--- src/rtl/lux_irq_pkg.sv ---
package lux_irq_pkg;
  localparam int CODE_W = 4;
  localparam int RUN_W  = 6;   // holds the longest run of 60

  // Number of consecutive out-of-window results each code needs; 0 means every result.
  function automatic logic [RUN_W-1:0] run_needed(input logic [CODE_W-1:0] code);
    logic [RUN_W-1:0] r;
    if (code <= 4'd3) r = RUN_W'(code);
    else              r = RUN_W'(5 * (int'(code) - 3));
    return r;
  endfunction
endpackage

--- src/rtl/lux_window_cmp.sv ---
module lux_window_cmp #(
  parameter int DATA_W = 16
) (
  input  logic [DATA_W-1:0] value,
  input  logic [DATA_W-1:0] lo,
  input  logic [DATA_W-1:0] hi,
  output logic              outside
);
  logic below, above;
  always_comb begin
    below   = value < lo;
    above   = value > hi;
    outside = below | above;
  end
endmodule

--- src/rtl/lux_persist_filter.sv ---
module lux_persist_filter
  import lux_irq_pkg::*;
#(
  parameter int RW = RUN_W
) (
  input  logic              clk,
  input  logic              rst_n,
  input  logic              take,
  input  logic              outside,
  input  logic [CODE_W-1:0] code,
  output logic              fire
);
  localparam logic [RW-1:0] RUN_MAX = {RW{1'b1}};

  logic [RW-1:0] run_q, run_inc;

  always_comb begin
    run_inc = (run_q == RUN_MAX) ? run_q : run_q + 1'b1;
    fire    = 1'b0;
    if (take) begin
      if (code == '0)  fire = 1'b1;
      else if (outside) fire = (run_inc >= RW'(run_needed(code)));
    end
  end

  always_ff @(posedge clk or negedge rst_n) begin
    if (!rst_n)     run_q <= '0;
    else if (take)  run_q <= outside ? run_inc : '0;
  end
endmodule

--- src/rtl/lux_irq_latch.sv ---
module lux_irq_latch (
  input  logic clk,
  input  logic rst_n,
  input  logic set,
  input  logic clr,
  input  logic en,
  output logic status,
  output logic pad_oe,
  output logic pin_n
);
  always_ff @(posedge clk or negedge rst_n) begin
    if (!rst_n)   status <= 1'b0;
    else if (set) status <= 1'b1;   // a new trigger beats a clear on the same edge
    else if (clr) status <= 1'b0;
  end

  always_comb begin
    pad_oe = status & en;
    pin_n  = ~pad_oe;
  end
endmodule

--- src/rtl/lux_window_irq.sv ---
module lux_window_irq
  import lux_irq_pkg::*;
#(
  parameter int DATA_W = 16
) (
  input  logic              clk,
  input  logic              rst_n,
  input  logic              res_valid,
  input  logic [DATA_W-1:0] res_data,
  input  logic [DATA_W-1:0] thr_lo,
  input  logic [DATA_W-1:0] thr_hi,
  input  logic [CODE_W-1:0] pers_code,
  input  logic              irq_en,
  input  logic              irq_clr,
  output logic              irq_status,
  output logic              irq_pad_oe,
  output logic              irq_n
);
  logic outside, fire;

  lux_window_cmp #(.DATA_W(DATA_W)) u_cmp (
    .value(res_data), .lo(thr_lo), .hi(thr_hi), .outside(outside)
  );

  lux_persist_filter #(.RW(RUN_W)) u_filt (
    .clk(clk), .rst_n(rst_n), .take(res_valid), .outside(outside),
    .code(pers_code), .fire(fire)
  );

  lux_irq_latch u_latch (
    .clk(clk), .rst_n(rst_n), .set(fire), .clr(irq_clr), .en(irq_en),
    .status(irq_status), .pad_oe(irq_pad_oe), .pin_n(irq_n)
  );
endmodule

--- config.mk ---
export PLATFORM = sky130hd
export DESIGN_NAME = lux_window_irq
export DESIGN_NICKNAME = d
export VERILOG_FILES = /design/src/rtl/lux_irq_pkg.sv /design/src/rtl/lux_window_cmp.sv /design/src/rtl/lux_persist_filter.sv /design/src/rtl/lux_irq_latch.sv /design/src/rtl/lux_window_irq.sv
export SDC_FILE = /design/constraint.sdc
export NUM_CORES = 1
export LEC_CHECK = 0
export BUFFER_PORTS_ARGS = -buffer_cell sky130_fd_sc_hd__buf_2
export CORE_MARGIN = 1.5
export CORE_UTILIZATION = 46
export DETAILED_ROUTE_END_ITERATION = 8
export PLACE_DENSITY = 0.81
export SLEW_MARGIN = 20
export SYNTH_ARGS = -nofsm -noshare
export SYNTH_HDL_FRONTEND = slang
export SYNTH_HIERARCHICAL = 1
export SYNTH_SLANG_ARGS = --single-unit
--- constraint.sdc ---
create_clock -name clk -period 2.2 [get_ports clk]
set_input_delay 0.44 -clock clk [delete_from_list [all_inputs] [get_ports clk]]
set_output_delay 0.44 -clock clk [all_outputs]
set_load 0.05 [all_outputs]
# --- After elaboration in Yosys (flattened, before gate mapping) ---
# Cells that the tools add are included.
word_totals:
  reg_bits: 7
  inputBits: 57
  out_inout_bits: 3
  elab_cells: 26
op_classes:
  n_addsub: 2
  n_mul: 1
  order_cmp: 4
  eq_ne: 1
  mux: 11
  bitwise: 3
  reduce_logical: 2
ops:
  columns: ["operator", "count"]
  rows:
  - ["$mux 6", 6]
  - ["$mul 4x32->6 const A", 1]
  - ["$gt 16x16->1", 1]
  - ["$lt 16x16->1", 1]
  - ["$add 6x1->6 const B", 1]
  - ["$eq 6x6->1 const B", 1]
  - ["$ge 6x6->1", 1]
  - ["$mux 1", 5]
  - ["$sub 4x2->5 const B", 1]
  - ["$le 4x2->1 const B", 1]
  - ["$logic_not 4->1", 1]
  - ["$reduce_bool 2->1", 1]
  - ["$and 1x1->1", 1]
  - ["$not 1->1", 1]
  - ["$or 1x1->1", 1]

# --- Logic depth before layout (Yosys ltp) ---
# Gate-level depths: netlist (run 1).
depth:
  ltp_word: 11
  mapped_depth: 14
  depth_no_buf: 13

# --- Modules after synthesis ---
# The synthesis (run 1) kept the hierarchy.
by_module_without_submodules:
  columns: ["mod", "instances", "cells_each", "area_each_um2", "seq_area_each_um2"]
  rows:
  - ["lux_persist_filter", 1, 103, 874.6, 150.1]
  - ["lux_window_cmp", 1, 109, 784.5, 0.0]
  - ["lux_irq_latch", 1, 5, 48.8, 25.0]

# --- Least setup slack after synthesis (run 1) ---
# No wires, ideal clock.
synth_path:
  path_kind: "input-to-reg"
  from: "in pers_code[0]"
  to: "reg u_latch.status"
  setup_time_ns: 0.118
  arrival_ns: 2.966
  required_ns: 2.082
  path_slack_ns: -0.885
  cell_stages: 14
  path_buffers: 1
  cell_sequence: "buf_2 -> inv_1 -> ha_1 -> ha_1 -> ha_1 -> fa_1 -> xor2_1 -> o211ai_1 -> o21ai_0 -> ha_1 -> a21o_1 -> a22oi_1 -> o32ai_1 -> a21o_1"
synth_via:
  elab_chain_len: 11
  word_cells_on_any_way: 14
  classes_between: "add/sub: 1; mul: 1; order compare: 2; mux: 8; reduce/logical: 2"
synth_lines:
  columns: ["element", "line_no", "source"]
  rows:
  - ["from (decl)", "lux_window_irq.sv:12", "input logic [CODE_W-1:0] pers_code,"]
  - ["$sub 4x2->5", "lux_irq_pkg.sv:9", "else r = RUN_W'(5 * (int'(code) - 3));"]
  - ["$mul 4x32->6", "lux_irq_pkg.sv:9", null]
  - ["$mux 6", "lux_irq_pkg.sv:8", "if (code <= 4'd3) r = RUN_W'(code);"]
  - ["$mux 6", "lux_persist_filter.sv:22", "else if (outside) fire = (run_inc >= RW'(run_needed(code)));"]
  - ["$mux 6", "lux_persist_filter.sv:21", "if (code == '0) fire = 1'b1;"]
  - ["$mux 6", "lux_persist_filter.sv:20", "if (take) begin"]
  - ["$ge 6x6->1", "lux_persist_filter.sv:22", null]
  - ["$mux 1", "lux_persist_filter.sv:22", null]
  - ["$mux 1 (*)", "lux_persist_filter.sv:21", null]
  - ["$mux 1 (*)", "lux_persist_filter.sv:20", null]
  - ["net fire", "lux_window_irq.sv:19", "logic outside, fire;"]
  - ["$mux 1 or $reduce_bool 2->1 (tied branches)", null, null]
  - ["to (signal assigned)", "lux_irq_latch.sv:12", "if (!rst_n) status <= 1'b0;"]
  - ["to (signal assigned)", "lux_irq_latch.sv:13", "else if (set) status <= 1'b1;"]
  - ["to (signal assigned)", "lux_irq_latch.sv:14", "else if (clr) status <= 1'b0;"]
  - ["to (decl)", "lux_irq_latch.sv:7", "output logic status,"]
# The timed path passes the listed nets; every way through them passes the cells marked *. The select of a mux whose other input is x is not followed.
# A chain may end at the register's enable or synchronous reset.

# --- Worst setup path after layout (run 1) ---
# Same ends and word-level chain as after synthesis.

==> flow_metrics.tcl, run 1 <==
set metrics [dict create \
    grt_pass1_wl_um 7070 \
    p_sw_frac 0.399 \
    cts-root-buf "clkbuf_8" \
    rows 21 \
    p_int_mw 0.627 \
    vias_per_cell 5.30 \
    path_common_cell "a21o_1" \
    setup.worst_path.end_class "flip-flop" \
    relSlewSlack 0.701 \
    hold_viol_final 0 \
    path_cells "buf_8, a21o_1, xnor2_1, ha_1, ha_2, fa_2, xor2_1, o211ai_1, o21ai_1, ha_1, a21o_1, a22oi_2, o32ai_1, a21o_1" \
    p_leak_nw 1.33 \
    drc 0 \
    io_buffers 59 \
    p_switching_mw 0.415 \
    critPathMaxStageDelay_ps 330 \
    violations "setup timing" \
    fin_ws_ps -551 \
    area_growth_pct 40.8 \
    grt_max_degree 13 \
    ys_seq_area_frac 0.103 \
    synth_top_area_frac 0.315 \
    grt_use_total 0.209 \
    critical_path_class "in2reg" \
    gp_congestion 0.769 \
    cts_tree "yes" \
    antenna_found_initial 0 \
    irDropWorstVdd_v 0.000636 \
    fmaxAchievable_mhz 364 \
    detail-route-antenna-nets 0 \
    synth_area_leaders "ha_1 (32%), dfrtp_1 (10%), inv_1 (8.4%)" \
    fin_crit_ps 2750 \
    synth.largest_area_cell "ha_1" \
    status "finished with violations" \
    fp.dieW_um 63.9 \
    core-area_mm2 0.00344 \
    htree_levels 1 \
    drt-total-wl_um 4280 \
    min_period_over_period 1.25 \
    p_comb_frac 0.660 \
    cap_violations 0 \
    cts_made_buffers 3 \
    drt_iter0_drc 90 \
    syn_area_per_cell_um2 7.87 \
    path_clk_slew_ps 40 \
    fin_skew_ps 2.45 \
    seqPwrFrac 0.173 \
    synth_nets 318 \
    grt_pass1_vias 1760 \
    pwr-share-clk 0.167 \
    path_buf_inv 1 \
    synthDistinctLibCells 53 \
    ys.flop_type "dfrtp_1" \
    grt_overflow 0 \
    synth-edff-count 0 \
    setup_viol 1 \
    hp-class "in2async" \
    diodes 0 \
    worstPathMaxFanout 4 \
    ys_warn_count 6 \
    synthCells 217 \
    synth_common_cells "ha_1 (43), inv_1 (38), a21oi_1 (15), nand2_1 (13), o21ai_0 (10)" \
    worst_path_max_delay_cell "fa_2" \
    critical_path_arrival_ps 2860 \
    slew_violations 0 \
    tightest_slew_ps 437 \
    insertion_delay_ps 220 \
    post_synth_instance_area_mm2 0.00171 \
    place_hpwl_um 3610 \
    dr.pass1.iters 4 \
    start_util 0.496 \
    r2r_slack_ps -230 \
    design_area_mm2 0.00240 \
    synth_most_common_cell "ha_1" \
    fin_nets 408 \
    ys_async_sr_fraction 1.00 \
    ys_seq_elements 7 \
    dieHeight_um 63.9 \
    finalHoldWorstSlack_ps 48.2 \
    num_vias 1866 \
    place_area_mm2 0.00228 \
    wl_per_cell_um 12.1 \
    ios 60 \
    crit_required_ps 2310 \
    rsz0062_at_grt "yes" \
    drive_gt1_frac 0.399 \
    pwr_density_cell_mw_per_mm2 433 \
    start_kind "input port" \
    fin_util 0.699 \
    p_total_mw 1.04 \
    cp_top_family "adder cells" \
    cts.sinks 7 \
    cts_buffer_depth 2 \
    die_area_mm2 0.00409 \
]
[layer usage]
layer,track usage,vias to the layer above,share of wire
li1,-,958,-
met1,0.271,838,0.47
met2,0.366,68,0.46
met3,0.0317,2,0.061
met4,0.0380,0,0.0044
met5,0,-,0
[power groups by stage]
stage	logic, mW	registers [mW]	clock network (mW)
2_1_floorplan	0.369	0.216	0
3_3_place_gp	0.629	0.177	0
3_5_place_dp	0.653	0.180	0
4_1_cts	0.664	0.179	0.179
5_1_grt	0.771	0.183	0.192
6_report	0.688	0.180	0.174
[per-stage QoR]
stage / TNS (ps) / setup WS [ps] / cells
after floorplan: -697 / -697 / 217
after global placement: -1320 / -806 / 346
after detailed placement: -1570 / -862 / 346
after CTS: -566 / -566 / 351
after global routing: -631 / -631 / 352
final: -551 / -551 / 352
[final timing paths]
kind	from	endpoint	depth (start not counted)
setup / recovery	pers_code[0]	u_latch/status	14
hold / removal	rst_n	u_filt/run_q[4]	1
setup reg to reg	u_filt/run_q[0]	u_latch/status	8
hold reg to reg	u_latch/status	u_latch/status	1
max in group asynchronous	rst_n	u_filt/run_q[1]	1
min in group clk	irq_clr	u_latch/status	3
[cell usage in the layout (no fill, tap or decap), types with 6 or more instances in the layout]
master	n
nand2_1	13
buf_4	35
nand3_1	6
inv_1	36
nor2_1	8
ha_1	38
a21oi_1	15
o21ai_0	8
nand4_1	7
buf_2	57
dfrtp_1	7
[timing repair]
| item | in CTS | in global routing |
|---|---|---|
| buffers inserted | 1 | 1 |
| pin swaps | 7 | 4 |
| gates resized for setup | 6 | 9 |
| endpoints found under the setup margin | 1 | 5 |
| hold buffers | 0 | 0 |
[sequential cells by signal, indices dropped and copies added (netlist names)]
register,cells
u_filt/run_q,6
u_latch/status,1
[kinds of logic after synthesis]
family                   Yosys count  share of synthesized area
AND/OR/NAND/NOR                   57                      0.194
AO/OA/AOI/OAI                     55                      0.226
buffers and inverters             48                      0.115
adder cells (fa/ha/maj)           44                      0.327
flip-flops                         7                      0.103
XOR/XNOR                           4                     0.0205
multiplexers                       2                     0.0154
[final cells by class]
cell class	instances	area, µm²
Fill cell	289	1040
Clock buffer	4	45.0
Multi-Input combinational cell	162	1410
Timing Repair Buffer	94	574
Sequential cell	7	175
Tap cell	46	57.6
Inverter	39	146
Power figures use the tool's default switching activity.
==> run 2: changes to the inputs <==
--- a/config.mk
+++ b/config.mk
@@ -9,6 +9,7 @@
 export CORE_MARGIN = 1.5
 export CORE_UTILIZATION = 46
 export DETAILED_ROUTE_END_ITERATION = 8
+export MAX_ROUTING_LAYER = met4
 export PLACE_DENSITY = 0.81
 export SLEW_MARGIN = 20
 export SYNTH_ARGS = -nofsm -noshare
==> run 2 against run 1 <==
- the run still ends with setup timing left
- design area unchanged
- sequential cell count did not move
- largest cell class unchanged
- die area stayed put
- first-iteration DRC count decreased by 3.3%
- maximum frequency decreased by 0.10%
- via count down 0.38%
- critical path type unchanged
- clock power about the same
- register-to-register slack hardly changed
- critical endpoint unchanged
==> flow_metrics.tcl, run 2 (synthesized netlist as in run 1, its figures left out) <==
set metrics [dict create \
    status "finished with violations" \
    violations "setup timing" \
    ios 60 \
    wl_per_cell_um 12.1 \
    fin_crit_ps 2750 \
    cts_tree "yes" \
    grt_max_degree 13 \
    critical_path_class "in2reg" \
    drc 0 \
    pre_cts_slack_ps -862 \
    cp-startpoint "pers_code[0]" \
    cap_violations 0 \
    place_hpwl_um 3610 \
    cts_made_buffers 3 \
    grt_pass1_wl_um 7070 \
    p_leak_nw 1.33 \
    antenna_found_initial 0 \
    core-area_mm2 0.00344 \
    irDropWorstVdd_v 0.000635 \
    r2r_slack_ps -230 \
    drt-total-wl_um 4260 \
    slew_violations 0 \
    hp-class "in2async" \
    regMostFlops "u_filt/run_q" \
    htree_levels 1 \
    hold_viol_final 0 \
    cts-root-buf "clkbuf_8" \
    cts_buffer_depth 2 \
    timing.rr.end "u_latch/status" \
    grt_pass1_vias 1759 \
    worst_path_max_delay_cell "fa_2" \
    critical_path_arrival_ps 2860 \
    pwr_density_cell_mw_per_mm2 433 \
    finalHoldWorstSlack_ps 47.0 \
    path_cells "buf_8, a21o_1, xnor2_1, ha_1, ha_2, fa_2, xor2_1, o211ai_1, o21ai_1, ha_1, a21o_1, a22oi_2, o32ai_1, a21o_1" \
    largest_register_ffs 6 \
    dieHeight_um 63.9 \
    fillCellCount 289 \
    num_vias 1859 \
    die_area_mm2 0.00409 \
    mostFrequentLayoutCell "buf_2" \
    start_util 0.496 \
    area_growth_pct 40.8 \
    fin_skew_ps 2.59 \
    cts.sinks 7 \
    critPathMaxStageDelay_ps 330 \
    insertion_delay_ps 220 \
    rsz0062_at_grt "yes" \
    final_cell_mix "buf_2 (57), ha_1 (38), inv_1 (36)" \
    crit_required_ps 2310 \
    setup_viol 1 \
    fin_ws_ps -553 \
    gp_congestion 0.779 \
    dr.pass1.iters 4 \
    start_kind "input port" \
    io_buffers 59 \
    fp.dieW_um 63.9 \
    p_total_mw 1.04 \
    tightest_slew_ps 437 \
    rr_startpoint "u_filt/run_q[0]" \
    grt_overflow 0 \
    worstPathMaxFanout 4 \
    setup.worst_path.end_class "flip-flop" \
    largestRegisters "u_filt/run_q (6), u_latch/status (1)" \
    dp_cells 346 \
    min_period_over_period 1.25 \
    cts_hold_buffers 0 \
    rows 21 \
    fin_util 0.699 \
    vias_per_cell 5.28 \
    fmaxAchievable_mhz 363 \
    relSlewSlack 0.701 \
    detail-route-antenna-nets 0 \
    drive_gt1_frac 0.399 \
    stdcell_count 352 \
    diodes 0 \
    ff2ff_path_depth 8 \
    fin_nets 408 \
    path_common_cell "a21o_1" \
    path_clk_slew_ps 40 \
    drt_iter0_drc 87 \
    critPathCapture "u_latch/status" \
    grt_use_total 0.214 \
]
run 2: power breakdown:
| group | total (mW) | switching, mW | internal (mW) |
|---|---|---|---|
| Clock | 0.174 | 0.0496 | 0.125 |
| Sequential | 0.180 | 0.0203 | 0.160 |
| Combinational | 0.687 | 0.345 | 0.342 |
run 2: worst min-delay path by stage:
| stage | start | endpoint | slack [ps] | cells past startpoint |
|---|---|---|---|---|
| after floorplan | rst_n | u_filt/run_q[0] | 140 | 0 |
| after global placement | rst_n | u_filt/run_q[2] | 280 | 1 |
| after global routing | rst_n | u_filt/run_q[4] | 50 | 1 |
| final | rst_n | u_filt/run_q[4] | 50 | 1 |
| after CTS | rst_n | u_filt/run_q[4] | 50 | 1 |
| after detailed placement | rst_n | u_filt/run_q[4] | 280 | 1 |
run 2: worst max-delay path, delay by kind of cell:
kind	cells	cell delay, ps
fa+ha+maj	4	1020
xor+xnor	2	350
buf+inv	1	100
compound gates	7	940
run 2: layout make-up:
cell class | instances | area [µm²] | share of cell area
Multi-Input combinational cell | 162 | 1410 | 0.585
Tap cell | 46 | 57.6 | 0.0239
Sequential cell | 7 | 175 | 0.0728
Inverter | 39 | 146 | 0.0609
Clock buffer | 4 | 45.0 | 0.0187
Timing Repair Buffer | 94 | 574 | 0.239
run 2: per-stage QoR:
stage / cell area (µm²) / setup TNS (ps)
2_1_floorplan: 1730 / -697
3_3_place_gp: 2280 / -1320
3_5_place_dp: 2280 / -1570
4_1_cts: 2340 / -566
5_1_grt: 2400 / -631
6_report: 2400 / -553
run 2: metal layers:
metal	vias up	part of all wire	GRT usage
li1	958	-	-
met1	831	0.48	0.271
met2	66	0.46	0.366
met3	4	0.061	0.0317
met4	0	0.0061	0.0380
met5	-	0	-
run 2: what timing repair did:
action	CTS	global route
setup buffers	1	1
pin swaps	7	4
endpoints found under the setup margin	1	5
gates resized for setup	6	9
==> run 3: changes to the inputs <==
--- a/config.mk
+++ b/config.mk
@@ -7,10 +7,10 @@
 export LEC_CHECK = 0
 export BUFFER_PORTS_ARGS = -buffer_cell sky130_fd_sc_hd__buf_2
 export CORE_MARGIN = 1.5
-export CORE_UTILIZATION = 46
+export CORE_UTILIZATION = 40
 export DETAILED_ROUTE_END_ITERATION = 8
 export MAX_ROUTING_LAYER = met4
-export PLACE_DENSITY = 0.81
+export PLACE_DENSITY = 0.73
 export SLEW_MARGIN = 20
 export SYNTH_ARGS = -nofsm -noshare
 export SYNTH_HDL_FRONTEND = slang
==> run 3 against run 2 <==
- the run still ends with setup timing left
- clock power rose by 6%
- clock skew shrank 1.6 ps
- largest power group unchanged
- utilization is 11 points lower
- non-clock buffer count fell by 4
- die area increased by 14%
- count of clock-buffer cells in the layout did not move
==> flow_metrics.tcl, run 3 (synthesized netlist as in run 1, its figures left out) <==
set metrics [dict create \
    area_growth_pct 40.7 \
    drive_gt1_frac 0.397 \
    regArea_um2 175 \
    gp_congestion 0.850 \
    grt_pass1_wl_um 6600 \
    crit_required_ps 2320 \
    finalHoldWorstSlack_ps 43.1 \
    drt_iter0_drc 56 \
    pre_cts_slack_ps -917 \
    antenna_found_initial 0 \
    cts.sinks 7 \
    critical_path_class "in2reg" \
    cap_violations 0 \
    fin_crit_ps 2840 \
    dr.pass1.iters 4 \
    cts_made_buffers 3 \
    hp-class "in2async" \
    setup_viol 1 \
    stdcell_count 352 \
    multi_input_area_mm2 0.00143 \
    start_util 0.421 \
    largestRegisters "u_filt/run_q (6), u_latch/status (1)" \
    num_vias 1858 \
    slew_violations 0 \
    grt_use_total 0.189 \
    min_period_over_period 1.29 \
    diodes 0 \
    status "finished with violations" \
    dieHeight_um 68.3 \
    dp_cells 343 \
    fp.dieW_um 68.3 \
    drc 0 \
    insertion_delay_ps 230 \
    fin_nets 404 \
    rsz0062_at_grt "yes" \
    fillCellCount 378 \
    fmaxAchievable_mhz 352 \
    start_kind "input port" \
    largest_register_ffs 6 \
    worstPathMaxFanout 4 \
    mostFrequentLayoutCell "buf_2" \
    vias_per_cell 5.28 \
    hold_viol_final 0 \
    fin_ws_ps -639 \
    path_clk_slew_ps 40 \
    wl_per_cell_um 12.0 \
    regMostFlops "u_filt/run_q" \
    grt_pass1_vias 1722 \
    die_area_mm2 0.00467 \
    irDropWorstVdd_v 0.000334 \
    place_hpwl_um 3470 \
    relSlewSlack 0.553 \
    ios 60 \
    critical_path_arrival_ps 2960 \
    rows 23 \
    violations "setup timing" \
    final_cell_mix "buf_2 (57), ha_1 (38), inv_1 (36)" \
    core-area_mm2 0.00406 \
    fin_skew_ps 1.03 \
    pwr_density_cell_mw_per_mm2 437 \
    htree_levels 1 \
    p_leak_nw 1.31 \
    setup.worst_path.end_class "flip-flop" \
    cts_buffer_depth 2 \
    grt_overflow 0 \
    grt_max_degree 13 \
    cts-root-buf "clkbuf_8" \
    tightest_slew_ps 654 \
    detail-route-antenna-nets 0 \
    cts_tree "yes" \
    io_buffers 59 \
    drt-total-wl_um 4220 \
]
## run 3: timing repair
item,CTS,global route
resized for setup,8,9
buffers inserted,3,2
pin swaps,9,3
hold buffers,0,0
setup endpoints to repair,1,3
## run 3: layout make-up
type | count | share of cell area
timing repair buffer | 90 | 0.226
multi-input combinational | 162 | 0.595
sequential | 7 | 0.0729
tap | 50 | 0.0260
inverter | 39 | 0.0609
clock buffer | 4 | 0.0187
## run 3: worst max-delay path, stage by stage
cell and delay (ps):
buf_8 100, a21o_1 200, xnor2_1 140, ha_1 290, ha_2 180, fa_2 350
xor2_2 190, o211ai_1 80, o21ai_1 90, ha_1 290, a21o_1 190, a22oi_2 140
o32ai_2 90, a21o_1 170
## run 3: layer usage
layer / GRT usage / share of wire
met1: 0.188 / 0.39
met3: 0.0230 / 0.055
met2: 0.370 / 0.54
met5: - / 0
met4: 0.0725 / 0.015
## run 3: stage by stage
stage | power, mW | util | TNS [ps] | cell area (µm²)
2_1_floorplan | 0.585 | - | -697 | 1730
3_3_place_gp | 0.798 | 0.549 | -1260 | 2230
3_5_place_dp | 0.814 | 0.549 | -1420 | 2230
4_1_cts | 1.03 | 0.573 | -589 | 2320
5_1_grt | 1.15 | 0.592 | -904 | 2400
6_report | 1.05 | 0.592 | -639 | 2400
## run 3: where the power goes
| part | leakage, nW | total (mW) | switching, mW | internal, mW |
|---|---|---|---|---|
| Combinational | 1.20 | 0.686 | 0.346 | 0.341 |
| Sequential | 0.0933 | 0.179 | 0.0186 | 0.160 |
| Clock | 0.0228 | 0.185 | 0.0592 | 0.126 |
## run 3: worst paths after layout
check / slack (ps) / cells after the start / from / endpoint
max: -640 / 14 / pers_code[0] / u_latch/status
min: 40 / 1 / rst_n / u_latch/status
max reg2reg: -430 / 8 / u_filt/run_q[0] / u_latch/status
min reg2reg: 540 / 1 / u_latch/status / u_latch/status
max in group asynchronous: 1990 / 1 / rst_n / u_filt/run_q[1]
min in group clk: 510 / 3 / irq_clr / u_latch/status
